$ cat src/rtl/warp_sched_pkg.sv
package warp_sched_pkg;

  // cycles one warp instruction occupies: thread groups over datapath lanes
  function automatic int beat_cycles(int threads, int lanes);
    return (threads + lanes - 1) / lanes;
  endfunction

  // width that still works for a count of one
  function automatic int idx_width(int count);
    return (count > 1) ? $clog2(count) : 1;
  endfunction

endpackage

$ cat src/rtl/warp_rr_pick.sv
module warp_rr_pick #(
  parameter int NUM   = 24,
  parameter int IDX_W = 5
) (
  input  logic [NUM-1:0]   elig,
  input  logic [IDX_W-1:0] start_at,
  output logic [IDX_W-1:0] pick,
  output logic             found
);

  // walk offsets from far to near so the nearest eligible warp wins
  always_comb begin
    pick  = '0;
    found = 1'b0;
    for (int k = NUM - 1; k >= 0; k--) begin
      int idx;
      idx = int'(start_at) + k;
      if (idx >= NUM) idx = idx - NUM;
      if (elig[idx]) begin
        pick  = IDX_W'(idx);
        found = 1'b1;
      end
    end
  end

endmodule

$ cat src/rtl/warp_beat_ctr.sv
module warp_beat_ctr #(
  parameter int BEAT  = 4,
  parameter int GRP_W = 2
) (
  input  logic             clk,
  input  logic             rst_n,
  input  logic             start,
  output logic             busy,
  output logic [GRP_W-1:0] grp,
  output logic             last
);

  logic             busy_nxt;
  logic [GRP_W-1:0] grp_nxt;

  assign last = busy && (grp == GRP_W'(BEAT - 1));

  always_comb begin
    busy_nxt = busy;
    grp_nxt  = grp;
    if (start) begin
      busy_nxt = 1'b1;
      grp_nxt  = '0;
    end else if (last) begin
      busy_nxt = 1'b0;
      grp_nxt  = '0;
    end else if (busy) begin
      grp_nxt  = grp + 1'b1;
    end
  end

  always_ff @(posedge clk or negedge rst_n) begin
    if (!rst_n) begin
      busy <= 1'b0;
      grp  <= '0;
    end else begin
      busy <= busy_nxt;
      grp  <= grp_nxt;
    end
  end

endmodule

$ cat src/rtl/warp_issue_sched.sv
module warp_issue_sched
  import warp_sched_pkg::*;
#(
  parameter int NUM_WARPS = 24,
  parameter int THREADS   = 32,
  parameter int LANES     = 8,
  localparam int BEAT     = beat_cycles(THREADS, LANES),
  localparam int ID_W     = idx_width(NUM_WARPS),
  localparam int GRP_W    = idx_width(BEAT)
) (
  input  logic                 clk,
  input  logic                 rst_n,
  input  logic [NUM_WARPS-1:0] warp_valid,
  input  logic [NUM_WARPS-1:0] warp_stall,
  output logic                 issue_strobe,
  output logic                 issue_busy,
  output logic [ID_W-1:0]      issue_warp,
  output logic [GRP_W-1:0]     lane_grp
);

  logic [NUM_WARPS-1:0] elig;
  logic [ID_W-1:0]      search_ptr, search_ptr_nxt;
  logic [ID_W-1:0]      pick;
  logic                 found;
  logic                 beat_last;
  logic                 boundary;
  logic                 grant;
  logic [ID_W-1:0]      warp_nxt;

  for (genvar g = 0; g < NUM_WARPS; g++) begin : g_elig
    assign elig[g] = warp_valid[g] & ~warp_stall[g];
  end

  warp_rr_pick #(
    .NUM   (NUM_WARPS),
    .IDX_W (ID_W)
  ) u_pick (
    .elig     (elig),
    .start_at (search_ptr),
    .pick     (pick),
    .found    (found)
  );

  warp_beat_ctr #(
    .BEAT  (BEAT),
    .GRP_W (GRP_W)
  ) u_beat (
    .clk   (clk),
    .rst_n (rst_n),
    .start (grant),
    .busy  (issue_busy),
    .grp   (lane_grp),
    .last  (beat_last)
  );

  assign boundary = !issue_busy || beat_last;
  assign grant    = boundary && found;

  always_comb begin
    search_ptr_nxt = search_ptr;
    warp_nxt       = issue_warp;
    if (grant) begin
      warp_nxt       = pick;
      search_ptr_nxt = (pick == ID_W'(NUM_WARPS - 1)) ? '0 : pick + 1'b1;
    end
  end

  always_ff @(posedge clk or negedge rst_n) begin
    if (!rst_n) begin
      search_ptr   <= '0;
      issue_warp   <= '0;
      issue_strobe <= 1'b0;
    end else begin
      search_ptr   <= search_ptr_nxt;
      issue_warp   <= warp_nxt;
      issue_strobe <= grant;
    end
  end

endmodule

$ cat config.mk
export PLATFORM = sky130hd
export DESIGN_NAME = warp_issue_sched
export DESIGN_NICKNAME = d
export VERILOG_FILES = /design/src/rtl/warp_sched_pkg.sv /design/src/rtl/warp_rr_pick.sv /design/src/rtl/warp_beat_ctr.sv /design/src/rtl/warp_issue_sched.sv
export SDC_FILE = /design/constraint.sdc
export NUM_CORES = 1
export LEC_CHECK = 0
export ABC_AREA = 1
export BUFFER_PORTS_ARGS = -buffer_cell sky130_fd_sc_hd__buf_2
export CAP_MARGIN = 20
export CORE_UTILIZATION = 45
export CTS_CLUSTER_SIZE = 28
export DETAILED_ROUTE_END_ITERATION = 16
export PLACE_DENSITY_LB_ADDON = 0.2
export SETUP_SLACK_MARGIN = 0.3
export SLEW_MARGIN = 20
export SYNTH_ARGS = -nofsm -noshare
export SYNTH_HDL_FRONTEND = slang
export SYNTH_SLANG_ARGS = --single-unit
$ cat constraint.sdc
create_clock -name clk -period 6.55 [get_ports clk]
set_input_delay 0.3275 -clock clk [delete_from_list [all_inputs] [get_ports clk]]
set_output_delay 0.3275 -clock clk [all_outputs]
set_load 0.005 [all_outputs]
==> results.py, run 1 <==
metrics = {
    "setup_path": {
        "end_kind": "register",
        "cp_top_family": "simple AND/OR/NAND/NOR gates",
        "max_stage_delay_ns": 0.44,
        "critPathKind": "reg2reg",
        "r2r_cells": 30,
        "crit_cells": 30,
        "critPathMaxFanout": 16,
        "path_buf_inv": 8,
        "startpoint_type": "register",
        "cp.arrival_ns": 5.76,
        "crit_top_cell": "inv_1",
        "required_ns": 6.68,
        "crit_slowest_cell": "inv_1",
    },
    "synthesis": {
        "ys_types": 52,
        "syn_area_um2": 5240,
        "yosysTopAreaCell": "nand2_1",
        "synth_seq_cells": 14,
        "synth.most_common_cell": "nand2_1",
        "synthesis.nets": 1067,
        "syn_area_per_cell_um2": 5.36,
        "synthFlopType": "dfrtp_1",
        "async_flop_share": 1.00,
        "synth_edf_count": 0,
        "yosysSeqAreaShare": 0.0668,
        "synth.top_cells.by_area": "nand2_1 (20%), inv_1 (9.7%), ha_1 (9.3%)",
        "synth_top_area_share": 0.201,
        "syn_inst": 978,
        "synthTopCellsByCount": "nand2_1 (281), inv_1 (135), nand3_1 (96)",
        "ys_warn_count": 0,
    },
    "sta": {
        "tightest_slew_ns": 0.817,
        "setup_viol": 0,
        "grt_setup_unrepaired": "false",
        "period_share": 0.860,
        "final.setup.tns_ns": 0,
        "hold_viol_final": 0,
        "relSlewSlack": 0.450,
        "max_freq_mhz": 178,
        "final_max_slew_viol_count": 0,
        "fin_crit_ns": 5.63,
        "skew_ns": 0.00144,
    },
    "route": {
        "drc": 0,
        "routed_wl_mm": 18.2,
        "drt_iter0_drc": 579,
        "wl_per_cell_um": 15.6,
        "dr.pass1.iters": 5,
        "ant_nets": 0,
        "vias": 6401,
        "viasPerCell": 5.50,
    },
    "grt": {
        "grt_max_degree": 35,
        "grt_overflow": 0,
        "met3_usage": 0.0225,
        "grtUsageMet2": 0.495,
        "grt_busiest_layer": "met2",
        "gr-usage-met1": 0.442,
        "grt_pass1_vias": 5893,
        "grt.total_usage": 0.319,
        "grt_pass1_wl_mm": 29.8,
        "antenna_found_initial": 0,
    },
    "worst_hold_path": {
        "holdCritPathClass": "in2async",
    },
    "layout": {
        "fill_cells": 1277,
        "nets": 1110,
        "antenna_cells": 0,
        "final_util": 0.502,
        "stdcell_count": 1163,
        "synthToLayoutAreaGrowth_pct": 8.90,
        "drive_above_1_share": 0.118,
    },
    "cts": {
        "cts_max_level": 1,
        "cts_buffers": 3,
        "cts_tree": "done",
        "path_clk_slew_ns": 0.05,
        "clk_path_buf_depth": 2,
        "clockRootBuffer": "clkbuf_16",
        "worstSkewPairLatency_ns": 0.24,
        "clkSinkCount": 14,
    },
    "placed_design": {
        "hpwl_mm": 14.5,
        "dp.cells": 1158,
        "portBuffers": 58,
        "place.gp.congestion": 1.06,
    },
    "floorplanning": {
        "start_util": 0.461,
        "io_pins": 59,
        "die-area_um2": 12100,
        "num_rows": 39,
        "die_y_um": 110,
        "placeableCoreArea_um2": 11400,
        "dieWidth_um": 110,
    },
    "status": {
        "status": "complete, no violations",
    },
    "job": {
        "cap_violations": 0,
    },
}
## placed cells by master (no fill, tap or decap), types with 4 or more instances in the layout
cell and count:
dfrtp_1 13, ha_1 39, a21oi_1 80, buf_4 9
a31oi_1 5, o211ai_1 6, nand2_2 7, inv_1 135
nor3_1 11, o21a_1 4, o21ai_1 39, o221ai_1 8
inv_2 15, nand3_1 96, nor2_1 71, nand4_1 5
nand2_1 281, o21ai_0 62, xor2_1 20, buf_2 58
## metrics by stage
stage | hold WS (ns) | area [µm²] | worst slack [ns]
floorplan | 0.0319 | 5240 | 1.66
CTS | 0.511 | 5710 | 0.971
global route | 0.537 | 5710 | 0.321
finish | 0.511 | 5710 | 0.919
detailed placement | 0.241 | 5610 | 0.971
global placement | 0.236 | 5610 | 0.975
## flip-flops by register name, summed over array words and instances, names as in the netlist
| register | cells |
|---|---|
| search_ptr | 5 |
| u_beat.grp | 2 |
| u_beat.busy | 1 |
| issue_strobe | 1 |
| issue_warp | 5 |
## repair_timing
item / CTS / global route
setup endpoints to repair: 0 / 5
resized for setup: 0 / 1
hold buffers: 1 / 0
setup buffers: 0 / 0
endpoints found under the hold margin: 14 / 0
## layout make-up
class / count / area (µm²) / area share
clock buffers: 4 / 88.8 / 0.0156
well taps: 143 / 179 / 0.0313
repair buffers: 68 / 368 / 0.0644
multi-input cells: 781 / 4140 / 0.726
inverters: 153 / 577 / 0.101
flip-flops and latches: 14 / 352 / 0.0616
## worst paths after layout
path,endpoint,slack [ns],from
max in group asynchronous,search_ptr[3]$_DFFE_PN0P_,5.77,rst_n
worst max-delay path,search_ptr[3]$_DFFE_PN0P_,0.92,search_ptr[1]$_DFFE_PN0P_
worst min-delay path,search_ptr[0]$_DFFE_PN0P_,0.51,rst_n
worst min register to register,issue_warp[4]$_DFFE_PN0P_,0.51,issue_warp[4]$_DFFE_PN0P_
min in group clk,issue_warp[4]$_DFFE_PN0P_,0.51,issue_warp[4]$_DFFE_PN0P_
worst max register to register,search_ptr[3]$_DFFE_PN0P_,0.92,search_ptr[1]$_DFFE_PN0P_
## worst reg2reg max path, delay by kind of cell (launching register included)
kind,cells,cell delay (ns)
simple gates,16,2.54
buf+inv,8,1.27
compound gates,4,0.71
flops,1,0.38
fa+ha+maj,2,0.60
## routing by layer
metal  up-vias  part of all wire
li1       3269                 -
met1      2787              0.44
met2       295              0.42
met3        50             0.085
met4         0             0.053
met5         -                 0
## logic make-up (layout without fill, tap and decap cells)
| kind of cell | count (synthesis) | after routing | share of synthesized area |
|---|---|---|---|
| multiplexers | 2 | 2 | 0.00406 |
| XOR/XNOR | 26 | 26 | 0.0563 |
| adder cells (fa/ha/maj) | 39 | 39 | 0.0931 |
| AND/OR/NAND/NOR | 489 | 489 | 0.395 |
| AO/OA/AOI/OAI | 225 | 225 | 0.242 |
| buffers and inverters | 183 | 225 | 0.143 |
| flip-flops | 14 | 14 | 0.0668 |
Power of run 1 is not shown: default switching activity piles up to over one toggle a cycle in this logic, so the estimate is an artifact.
==> run 2, diff against run 1 <==
==> constraint.sdc (replaced) <==
create_clock -name clk -period 6.4 [get_ports clk]
set_input_delay 0.32 -clock clk [delete_from_list [all_inputs] [get_ports clk]]
set_output_delay 0.32 -clock clk [all_outputs]
set_load 0.005 [all_outputs]
==> run 2 against run 1 <==
- flip-flop and latch count is the same
- wire length is essentially flat
- global-route usage shrank 0.60 points
- critical path depth grew 12
- critical endpoint is now search_ptr[4]$_DFFE_PN0P_
- register-to-register slack lost 0.08 ns
- die area is the same
- clock skew is essentially flat
- hold slack lost 0.025 ns
- cell area is essentially flat
- first-iteration DRC count grew 3.5%
- worst setup slack lost 0.077 ns
- largest cell class unchanged
==> results.py, run 2 (synthesized netlist as in run 1, its figures left out) <==
metrics = {
    "status": {
        "status": "complete, no violations",
    },
    "sta": {
        "grt_setup_unrepaired": "false",
        "final_max_slew_viol_count": 0,
        "setup_viol": 0,
        "skew_ns": 0.00161,
        "hold_viol_final": 0,
        "max_freq_mhz": 180,
        "period_share": 0.868,
        "tightest_slew_ns": 0.798,
        "final.setup.tns_ns": 0,
        "relSlewSlack": 0.462,
        "fin_crit_ns": 5.56,
        "setup_ws_ns": 0.842,
    },
    "setup_path": {
        "critPathMaxFanout": 15,
        "end_kind": "register",
        "r2r_start": "search_ptr[3]$_DFFE_PN0P_",
        "startpoint_type": "register",
        "critPathLaunch": "search_ptr[3]$_DFFE_PN0P_",
        "cp.arrival_ns": 5.69,
        "crit_top_cell": "nand2_1",
        "max_stage_delay_ns": 0.55,
        "critPathKind": "reg2reg",
        "required_ns": 6.53,
        "crit_slowest_cell": "dfrtp_2",
    },
    "route": {
        "routed_wl_mm": 18.2,
        "viasPerCell": 5.56,
        "wl_per_cell_um": 15.6,
        "drc": 0,
        "drt_iter0_drc": 599,
        "vias": 6461,
        "dr.pass1.iters": 6,
        "ant_nets": 0,
    },
    "grt": {
        "met3_usage": 0.0356,
        "grt_pass1_vias": 5682,
        "antenna_found_initial": 0,
        "grt.total_usage": 0.313,
        "grt_overflow": 0,
        "gr-usage-met1": 0.426,
        "grtUsageMet2": 0.500,
        "grt_max_degree": 31,
        "grt_pass1_wl_mm": 29.2,
        "grt_busiest_layer": "met2",
    },
    "worst_hold_path": {
        "min_from": "issue_warp[1]$_DFFE_PN0P_",
        "holdCritPathClass": "reg2reg",
    },
    "floorplanning": {
        "die_y_um": 110,
        "die-area_um2": 12100,
        "dieWidth_um": 110,
        "num_rows": 39,
        "start_util": 0.461,
        "io_pins": 59,
        "placeableCoreArea_um2": 11400,
    },
    "cts": {
        "clkSinkCount": 14,
        "clk_path_buf_depth": 2,
        "cts_setup_buffers": 0,
        "clockRootBuffer": "clkbuf_16",
        "cts_max_level": 1,
        "cts_buffers": 3,
        "path_clk_slew_ns": 0.05,
        "worstSkewPairLatency_ns": 0.24,
        "cts_tree": "done",
    },
    "layout": {
        "fin_area_um2": 5710,
        "fill_cells": 1250,
        "synthToLayoutAreaGrowth_pct": 8.88,
        "drive_above_1_share": 0.118,
        "largestRegisters": "issue_warp (5), search_ptr (5), u_beat.grp (2)",
        "final_cell_mix": "nand2_1 (281), inv_1 (135), nand3_1 (96)",
        "seqCellArea_um2": 352,
        "nets": 1111,
        "multi_input_area_um2": 4140,
        "final_common_cell": "nand2_1",
        "antenna_cells": 0,
    },
    "placed_design": {
        "portBuffers": 58,
        "postPlaceCellArea_um2": 5620,
        "place.gp.congestion": 1.03,
        "place_ws_ns": 0.772,
        "hpwl_mm": 14.5,
    },
    "job": {
        "cap_violations": 0,
    },
}
## run 2: cell types whose count changed in the layout (fill, tap and decap cells not counted), sizes merged
cell    change
clkbuf      -1
buf         +1
## run 2: per-layer routing
layer | wire length [µm] | vias to the layer above
li1 | - | 3265
met1 | 8200 | 2873
met2 | 7820 | 282
met3 | 1460 | 41
met4 | 677 | 0
met5 | 0 | -
## run 2: worst paths after layout
path / to / depth (start not counted) / slack (ns)
max in group asynchronous: search_ptr[3]$_DFFE_PN0P_ / 2 / 5.63
worst min register to register: issue_warp[1]$_DFFE_PN0P_ / 2 / 0.49
worst min-delay path: issue_warp[1]$_DFFE_PN0P_ / 2 / 0.49
min in group asynchronous: u_beat.grp[1]$_DFFE_PN0P_ / 2 / 0.50
worst max-delay path: search_ptr[4]$_DFFE_PN0P_ / 42 / 0.84
worst max register to register: search_ptr[4]$_DFFE_PN0P_ / 42 / 0.84
## run 2: per-stage QoR
stage / utilization / std cells / hold WS (ns)
detailed placement: 0.494 / 1159 / 0.234
finish: 0.502 / 1163 / 0.486
CTS: 0.501 / 1163 / 0.489
floorplan: - / 978 / 0.0244
global route: 0.502 / 1163 / 0.519
global placement: 0.494 / 1159 / 0.231
## run 2: layout make-up
cell class | count | area share
well taps | 143 | 0.0314
flip-flops and latches | 14 | 0.0616
inverters | 153 | 0.102
clock buffers | 3 | 0.0132
multi-input cells | 781 | 0.726
repair buffers | 69 | 0.0658
## run 2: what timing repair did
item,in CTS,in global routing
hold buffers,1,0
setup endpoints to repair,0,7
gates resized for setup,0,5
endpoints found under the hold margin,14,0
## run 2: critical path, delay by kind of cell, from the launching register on
family / cells / cell delay (ns)
and+or+nand+nor: 14 / 1.12
buffers and inverters: 9 / 0.95
DFF: 1 / 0.55
AOI/OAI and AO/OA: 15 / 1.99
adders and majority gates: 3 / 0.57
xor gates and xnor gates: 1 / 0.25
Power of run 2 is left out for the same reason.
